File: src/rtl/seg_qbuf_pkg.sv
package seg_qbuf_pkg;
   // index width for a count of items, never below one bit
   function automatic int idx_w(input int n);
      return (n > 1) ? $clog2(n) : 1;
   endfunction
endpackage

File: src/rtl/seg_qbuf_bank.sv
module seg_qbuf_bank #(
   parameter int ROW_LG = 4,
   parameter int DATA_W = 16
) (
   input  logic              clk,
   input  logic              wr_en,
   input  logic [ROW_LG-1:0] wr_row,
   input  logic [DATA_W-1:0] wr_data,
   input  logic              rd_en,
   input  logic [ROW_LG-1:0] rd_row,
   output logic [DATA_W-1:0] rd_data
);
   localparam int ROWS = 2 ** ROW_LG;

   logic [DATA_W-1:0] mem [ROWS];

   always_ff @(posedge clk) begin
      if (wr_en) mem[wr_row] <= wr_data;
      if (rd_en) rd_data <= mem[rd_row];
   end
endmodule

File: src/rtl/seg_qbuf_qctl.sv
module seg_qbuf_qctl #(
   parameter int EPC_LG    = 3,
   parameter int CPR_LG    = 2,
   parameter int REGION_LG = 2
) (
   input  logic                                clk,
   input  logic                                rst_n,
   input  logic                                cfg_hit,
   input  logic [REGION_LG-1:0]                cfg_region,
   input  logic [CPR_LG-1:0]                   cfg_first,
   input  logic [CPR_LG-1:0]                   cfg_last,
   input  logic                                push,
   input  logic                                pop,
   output logic [REGION_LG+CPR_LG+EPC_LG-1:0]  head_addr,
   output logic [REGION_LG+CPR_LG+EPC_LG-1:0]  tail_addr,
   output logic                                is_empty,
   output logic                                is_full
);
   localparam int LOC_W = CPR_LG + EPC_LG;
   localparam int CNT_W = LOC_W + 1;

   logic [REGION_LG-1:0] region_q;
   logic [CPR_LG-1:0]    first_q, last_q;
   logic [LOC_W-1:0]     head_q, tail_q;
   logic [CNT_W-1:0]     cnt_q, cap;

   always_comb begin
      cap = CNT_W'({1'b0, last_q} - {1'b0, first_q} + 1'b1) << EPC_LG;
   end

   assign is_empty  = (cnt_q == '0);
   assign is_full   = (cnt_q == cap);
   assign head_addr = {region_q, head_q};
   assign tail_addr = {region_q, tail_q};

   function automatic logic [LOC_W-1:0] advance(input logic [LOC_W-1:0] p);
      if (p == {last_q, {EPC_LG{1'b1}}}) return {first_q, {EPC_LG{1'b0}}};
      return p + 1'b1;
   endfunction

   always_ff @(posedge clk) begin
      if (!rst_n) begin
         region_q <= '0;
         first_q  <= '0;
         last_q   <= '0;
         head_q   <= '0;
         tail_q   <= '0;
         cnt_q    <= '0;
      end else if (cfg_hit) begin
         region_q <= cfg_region;
         first_q  <= cfg_first;
         last_q   <= cfg_last;
         head_q   <= {cfg_first, {EPC_LG{1'b0}}};
         tail_q   <= {cfg_first, {EPC_LG{1'b0}}};
         cnt_q    <= '0;
      end else begin
         if (push) tail_q <= advance(tail_q);
         if (pop)  head_q <= advance(head_q);
         cnt_q <= cnt_q + CNT_W'(push) - CNT_W'(pop);
      end
   end
endmodule

File: src/rtl/seg_qbuf.sv
module seg_qbuf
   import seg_qbuf_pkg::*;
#(
   parameter int NUM_Q     = 4,
   parameter int DATA_W    = 16,
   parameter int EPC_LG    = 3,
   parameter int CPR_LG    = 2,
   parameter int REGION_LG = 2,
   parameter int BANK_LG   = 3
) (
   input  logic                       clk,
   input  logic                       rst_n,
   input  logic                       cfg_we,
   input  logic [idx_w(NUM_Q)-1:0]    cfg_qid,
   input  logic [REGION_LG-1:0]       cfg_region,
   input  logic [CPR_LG-1:0]          cfg_first_chunk,
   input  logic [CPR_LG-1:0]          cfg_last_chunk,
   input  logic                       enq_valid,
   input  logic [idx_w(NUM_Q)-1:0]    enq_qid,
   input  logic [DATA_W-1:0]          enq_data,
   output logic                       enq_err,
   input  logic                       deq_req,
   input  logic [idx_w(NUM_Q)-1:0]    deq_qid,
   output logic                       deq_valid,
   output logic [DATA_W-1:0]          deq_data,
   output logic                       deq_err,
   output logic [NUM_Q-1:0]           q_empty,
   output logic [NUM_Q-1:0]           q_full
);
   localparam int QID_W  = idx_w(NUM_Q);
   localparam int ADDR_W = REGION_LG + CPR_LG + EPC_LG;
   localparam int NBANK  = 2 ** BANK_LG;
   localparam int ROW_LG = ADDR_W - BANK_LG;

   // elaboration-time parameter checks
   if (NUM_Q < 2 || (2 ** QID_W) != NUM_Q) begin : g_bad_numq
      $error("NUM_Q must be a power of two, at least 2");
   end
   if (BANK_LG < 1 || BANK_LG > EPC_LG) begin : g_bad_bank
      $error("BANK_LG must be between 1 and EPC_LG");
   end
   if (CPR_LG < 1 || REGION_LG < 1 || DATA_W < 1) begin : g_bad_size
      $error("CPR_LG, REGION_LG and DATA_W must be positive");
   end

   logic [NUM_Q-1:0][ADDR_W-1:0] head_v, tail_v;
   logic                         enq_ok, deq_ok;
   logic [ADDR_W-1:0]            wr_addr, rd_addr;
   logic [NBANK-1:0]             bank_we, bank_re;
   logic [DATA_W-1:0]            bank_rd [NBANK];
   logic [BANK_LG-1:0]           rd_bank_q;

   assign enq_ok  = enq_valid && !q_full[enq_qid]  && !(cfg_we && cfg_qid == enq_qid);
   assign deq_ok  = deq_req   && !q_empty[deq_qid] && !(cfg_we && cfg_qid == deq_qid);
   assign wr_addr = tail_v[enq_qid];
   assign rd_addr = head_v[deq_qid];

   for (genvar q = 0; q < NUM_Q; q++) begin : g_q
      seg_qbuf_qctl #(
         .EPC_LG(EPC_LG), .CPR_LG(CPR_LG), .REGION_LG(REGION_LG)
      ) u_qctl (
         .clk        (clk),
         .rst_n      (rst_n),
         .cfg_hit    (cfg_we && cfg_qid == QID_W'(q)),
         .cfg_region (cfg_region),
         .cfg_first  (cfg_first_chunk),
         .cfg_last   (cfg_last_chunk),
         .push       (enq_ok && enq_qid == QID_W'(q)),
         .pop        (deq_ok && deq_qid == QID_W'(q)),
         .head_addr  (head_v[q]),
         .tail_addr  (tail_v[q]),
         .is_empty   (q_empty[q]),
         .is_full    (q_full[q])
      );
   end

   for (genvar b = 0; b < NBANK; b++) begin : g_bank
      assign bank_we[b] = enq_ok && wr_addr[BANK_LG-1:0] == BANK_LG'(b);
      assign bank_re[b] = deq_ok && rd_addr[BANK_LG-1:0] == BANK_LG'(b);
      seg_qbuf_bank #(.ROW_LG(ROW_LG), .DATA_W(DATA_W)) u_bank (
         .clk     (clk),
         .wr_en   (bank_we[b]),
         .wr_row  (wr_addr[ADDR_W-1:BANK_LG]),
         .wr_data (enq_data),
         .rd_en   (bank_re[b]),
         .rd_row  (rd_addr[ADDR_W-1:BANK_LG]),
         .rd_data (bank_rd[b])
      );
   end

   always_ff @(posedge clk) begin
      if (!rst_n) begin
         deq_valid <= 1'b0;
         enq_err   <= 1'b0;
         deq_err   <= 1'b0;
         rd_bank_q <= '0;
      end else begin
         deq_valid <= deq_ok;
         enq_err   <= enq_valid && !enq_ok;
         deq_err   <= deq_req && !deq_ok;
         rd_bank_q <= rd_addr[BANK_LG-1:0];
      end
   end

   assign deq_data = deq_valid ? bank_rd[rd_bank_q] : '0;
endmodule

File: config.mk
export PLATFORM = sky130hd
export DESIGN_NAME = seg_qbuf
export DESIGN_NICKNAME = d
export VERILOG_FILES = /design/src/rtl/seg_qbuf_pkg.sv /design/src/rtl/seg_qbuf_bank.sv /design/src/rtl/seg_qbuf_qctl.sv /design/src/rtl/seg_qbuf.sv
export SDC_FILE = /design/constraint.sdc
export NUM_CORES = 2
export LEC_CHECK = 0
export BUFFER_PORTS_ARGS = -buffer_cell sky130_fd_sc_hd__buf_2
export CAP_MARGIN = 20
export CORE_MARGIN = 2
export CORE_UTILIZATION = 50
export CTS_CLUSTER_DIAMETER = 150
export CTS_CLUSTER_SIZE = 30
export DETAILED_ROUTE_END_ITERATION = 10
export PLACE_DENSITY = 0.65
export REMOVE_ABC_BUFFERS = 1
export SLEW_MARGIN = 20
export SYNTH_ARGS = -nofsm -noshare
export SYNTH_HDL_FRONTEND = slang
export SYNTH_SLANG_ARGS = --single-unit
File: constraint.sdc
create_clock -name clk -period 9.4 [get_ports clk]
set_clock_uncertainty 0.05 [all_clocks]
set_input_delay 1.41 -clock clk [delete_from_list [all_inputs] [get_ports clk]]
set_output_delay 1.41 -clock clk [all_outputs]
set_load 0.1 [all_outputs]
==> results.json <==
{
  "crit_arrival_ns": 3.30,
  "slew_viol_final": 0,
  "synth_edf_count": 2176,
  "wirelength_mm": 228,
  "hp-class": "flip-flop to flip-flop",
  "dp_hpwl_mm": 129,
  "hold_depth": 2,
  "core_um2": 183000,
  "endpoint_kind": "output pin",
  "htree_levels": 3,
  "p_seq_frac": 0.628,
  "tightest_slew_ns": 1.13,
  "initial_core_util": 0.503,
  "grt_pass1_vias": 47200,
  "synth_seq_cells": 2270,
  "path_class": "flip-flop to output pin",
  "route.vias.total": 48900,
  "cts_buffers": 85,
  "drt.antenna.violating_nets": 0,
  "vias_per_cell": 6.07,
  "intPower_w": 0.0136,
  "cts_tree": "yes",
  "power.switching_w": 0.00436,
  "firstDrtPassIters": 5,
  "outcome": "complete, no violations",
  "ys_warn_count": 0,
  "drtIter0Drc": 5375,
  "peakVddDrop_mv": 0.217,
  "clock-sinks": 2270,
  "grt_pass1_wl_mm": 330,
  "power.leakage_nw": 29.1,
  "syn2layout_area_growth_pct": 7.15,
  "p_comb_frac": 0.111,
  "ys_async_sr_fraction": 0,
  "nNetsFinal": 5643,
  "final_common_cell": "edfxtp_1",
  "synth_flop_cell": "edfxtp_1",
  "required_ns": 7.94,
  "p_per_area_nw_per_um2": 182,
  "yosysUniqueCellTypes": 53,
  "synth.yosys.seq_area_share": 0.730,
  "final_layout_size_suffix_gt1_frac": 0.189,
  "cts-root-buf": "clkbuf_16",
  "hold_viol": 0,
  "grt_max_degree": 203,
  "drc_errors": 0,
  "globalplace.congestion": 0.840,
  "setup_violations": 0,
  "antenna_found_initial": 6,
  "detail_route.wl_per_cell_um": 28.3,
  "nFillCells": 14500,
  "timing.final.crit_share": 0.507,
  "overflow": 0,
  "rr_worst_depth": 11,
  "portBuffers": 59,
  "fmax_mhz": 210,
  "die_area_um2": 188000,
  "cts_buffer_depth": 3,
  "cts-resized-gates": 0,
  "grt_usage": 0.242,
  "post-route-util": 0.539,
  "drv_cap": 0,
  "ctsHoldBuffers": 0,
  "clk_pin_slew_worst_paths_ns": 0.12,
  "rsz0062_at_grt": "false",
  "avgSynthCellArea_um2": 16.5,
  "dieHeight_um": 433,
  "crit_path_start_kind": "flip-flop",
  "postCtsSetupBuffers": 0,
  "p_sw_frac": 0.243,
  "slew_headroom": 0.248,
  "rows": 157,
  "power_w": 0.0179,
  "clock_latency_ns": 0.78,
  "clock_power_share": 0.261,
  "min_period_ns": 4.76,
  "multi_input_area_um2": 23800,
  "dieWidth_um": 433,
  "pin_count": 60,
  "path_max_fanout": 32,
  "syn-cell-area_um2": 92100,
  "syn_inst": 5575,
  "seq_area_um2": 67200,
  "final_cell_mix": "edfxtp_1, nand2_1, mux2i_1"
}
==> synthesized netlist by cell type (3+ instances only) <==
| cell | n | area, um2 |
|---|---|---|
| a21o_1 | 4 | 30.0 |
| a21oi_1 | 56 | 280 |
| and2_1 | 4 | 25.0 |
| and3_1 | 11 | 68.8 |
| buf_1 | 18 | 67.6 |
| buf_2 | 141 | 706 |
| buf_4 | 11 | 82.6 |
| buf_6 | 3 | 33.8 |
| clkbuf_1 | 197 | 739 |
| dfxtp_1 | 94 | 1880 |
| edfxtp_1 | 2176 | 65300 |
| fa_1 | 4 | 80.1 |
| ha_1 | 52 | 651 |
| inv_1 | 53 | 199 |
| mux2_2 | 520 | 5860 |
| mux2i_1 | 566 | 5670 |
| mux4_2 | 47 | 1060 |
| nand2_1 | 587 | 2200 |
| nand2b_1 | 7 | 43.8 |
| nand3_1 | 26 | 130 |
| nand3b_1 | 4 | 30.0 |
| nand4_1 | 142 | 888 |
| nor2_1 | 86 | 323 |
| nor2b_1 | 22 | 138 |
| nor3_1 | 15 | 75.1 |
| nor4_1 | 96 | 601 |
| nor4_2 | 3 | 37.5 |
| nor4bb_1 | 6 | 60.1 |
| o211ai_1 | 514 | 3860 |
| o21ai_0 | 11 | 55.1 |
| o21ai_1 | 3 | 15.0 |
| o21bai_1 | 4 | 30.0 |
| or3_1 | 6 | 37.5 |
| xnor2_1 | 31 | 272 |
| xnor3_1 | 4 | 90.1 |
| xor2_1 | 28 | 245 |
==> final cells by class <==
cell class	count	area share
tap	2464	0.0312
multi-input combinational	2880	0.241
clock buffer	115	0.0236
sequential	2270	0.681
antenna	4	0.000101
timing repair buffer	264	0.0206
inverter	53	0.00202
clock inverter	4	0.000532
==> state kept, by name (all words and copies together) (netlist names), 8 cells and up <==
signal / count
g_q.u_qctl.cnt_q: 24
g_bank.u_bank.mem: 2048
g_bank.u_bank.rd_data: 128
g_q.u_qctl.head_q: 20
g_q.u_qctl.region_q: 8
g_q.u_qctl.last_q: 8
g_q.u_qctl.first_q: 8
g_q.u_qctl.tail_q: 20
==> routing by layer <==
| layer | share of wire | track usage | vias to the layer above |
|---|---|---|---|
| met1 | 0.43 | 0.353 | 25500 |
| met2 | 0.47 | 0.381 | 1582 |
| met5 | 0 | 0 | - |
| li1 | - | - | 21600 |
| met4 | 0.029 | 0.0701 | 0 |
| met3 | 0.067 | 0.0315 | 210 |
==> power by group through the flow <==
stage	clock network [W]	registers, W	logic [W]
floorplan	0	0.0115	0.00183
global route	0.00506	0.0113	0.00212
CTS	0.00476	0.0113	0.00199
finish	0.00469	0.0113	0.00199
detailed placement	0	0.0115	0.00198
global placement	0	0.0115	0.00195
==> critical path, cell delays in order, from the launching register on <==
cell and delay [ns]:
dfxtp_2 0.33, buf_4 0.54, mux4_2 0.71, mux2i_1 0.47
nor2b_1 0.12, buf_2 0.32
==> stage by stage <==
stage          worst slack, ns  hold WS (ns)  instance area (um2)  instances  setup TNS, ns
6_report                  4.64         0.423                98700       8054              0
5_1_grt                   4.48         0.450                98700       8051              0
2_1_floorplan            -9.38         0.386                90500       5203       -1201.22
3_3_place_gp              3.93         0.393                96300       7931              0
3_5_place_dp              3.95         0.404                96300       7931              0
4_1_cts                   4.57         0.421                98700       8050              0
==> worst paths after layout <==
kind | slack [ns] | endpoint | from
setup / recovery | 4.64 | deq_data[8] | rd_bank_q[0]
hold / removal | 0.42 | g_q[3].u_qctl.first_q[0] | g_q[3].u_qctl.first_q[0]
setup reg to reg | 4.93 | g_bank[3].u_bank.mem[15][7] | g_q[1].u_qctl.last_q[1]
hold reg to reg | 0.42 | g_q[3].u_qctl.first_q[0] | g_q[3].u_qctl.first_q[0]
==> cell families (layout without fill, tap and decap cells) <==
group,Yosys count,in the layout,synth area share
and+or+nand+nor,1029,1029,0.0520
other,0,4,0
AOI/OAI and AO/OA,599,599,0.0470
buffers and inverters,425,436,0.0201
muxes,1133,1133,0.137
adders and majority gates,56,56,0.00793
DFF,2270,2270,0.730
xor gates and xnor gates,63,63,0.00659
No activity file was read; power rests on OpenSTA's default activity.
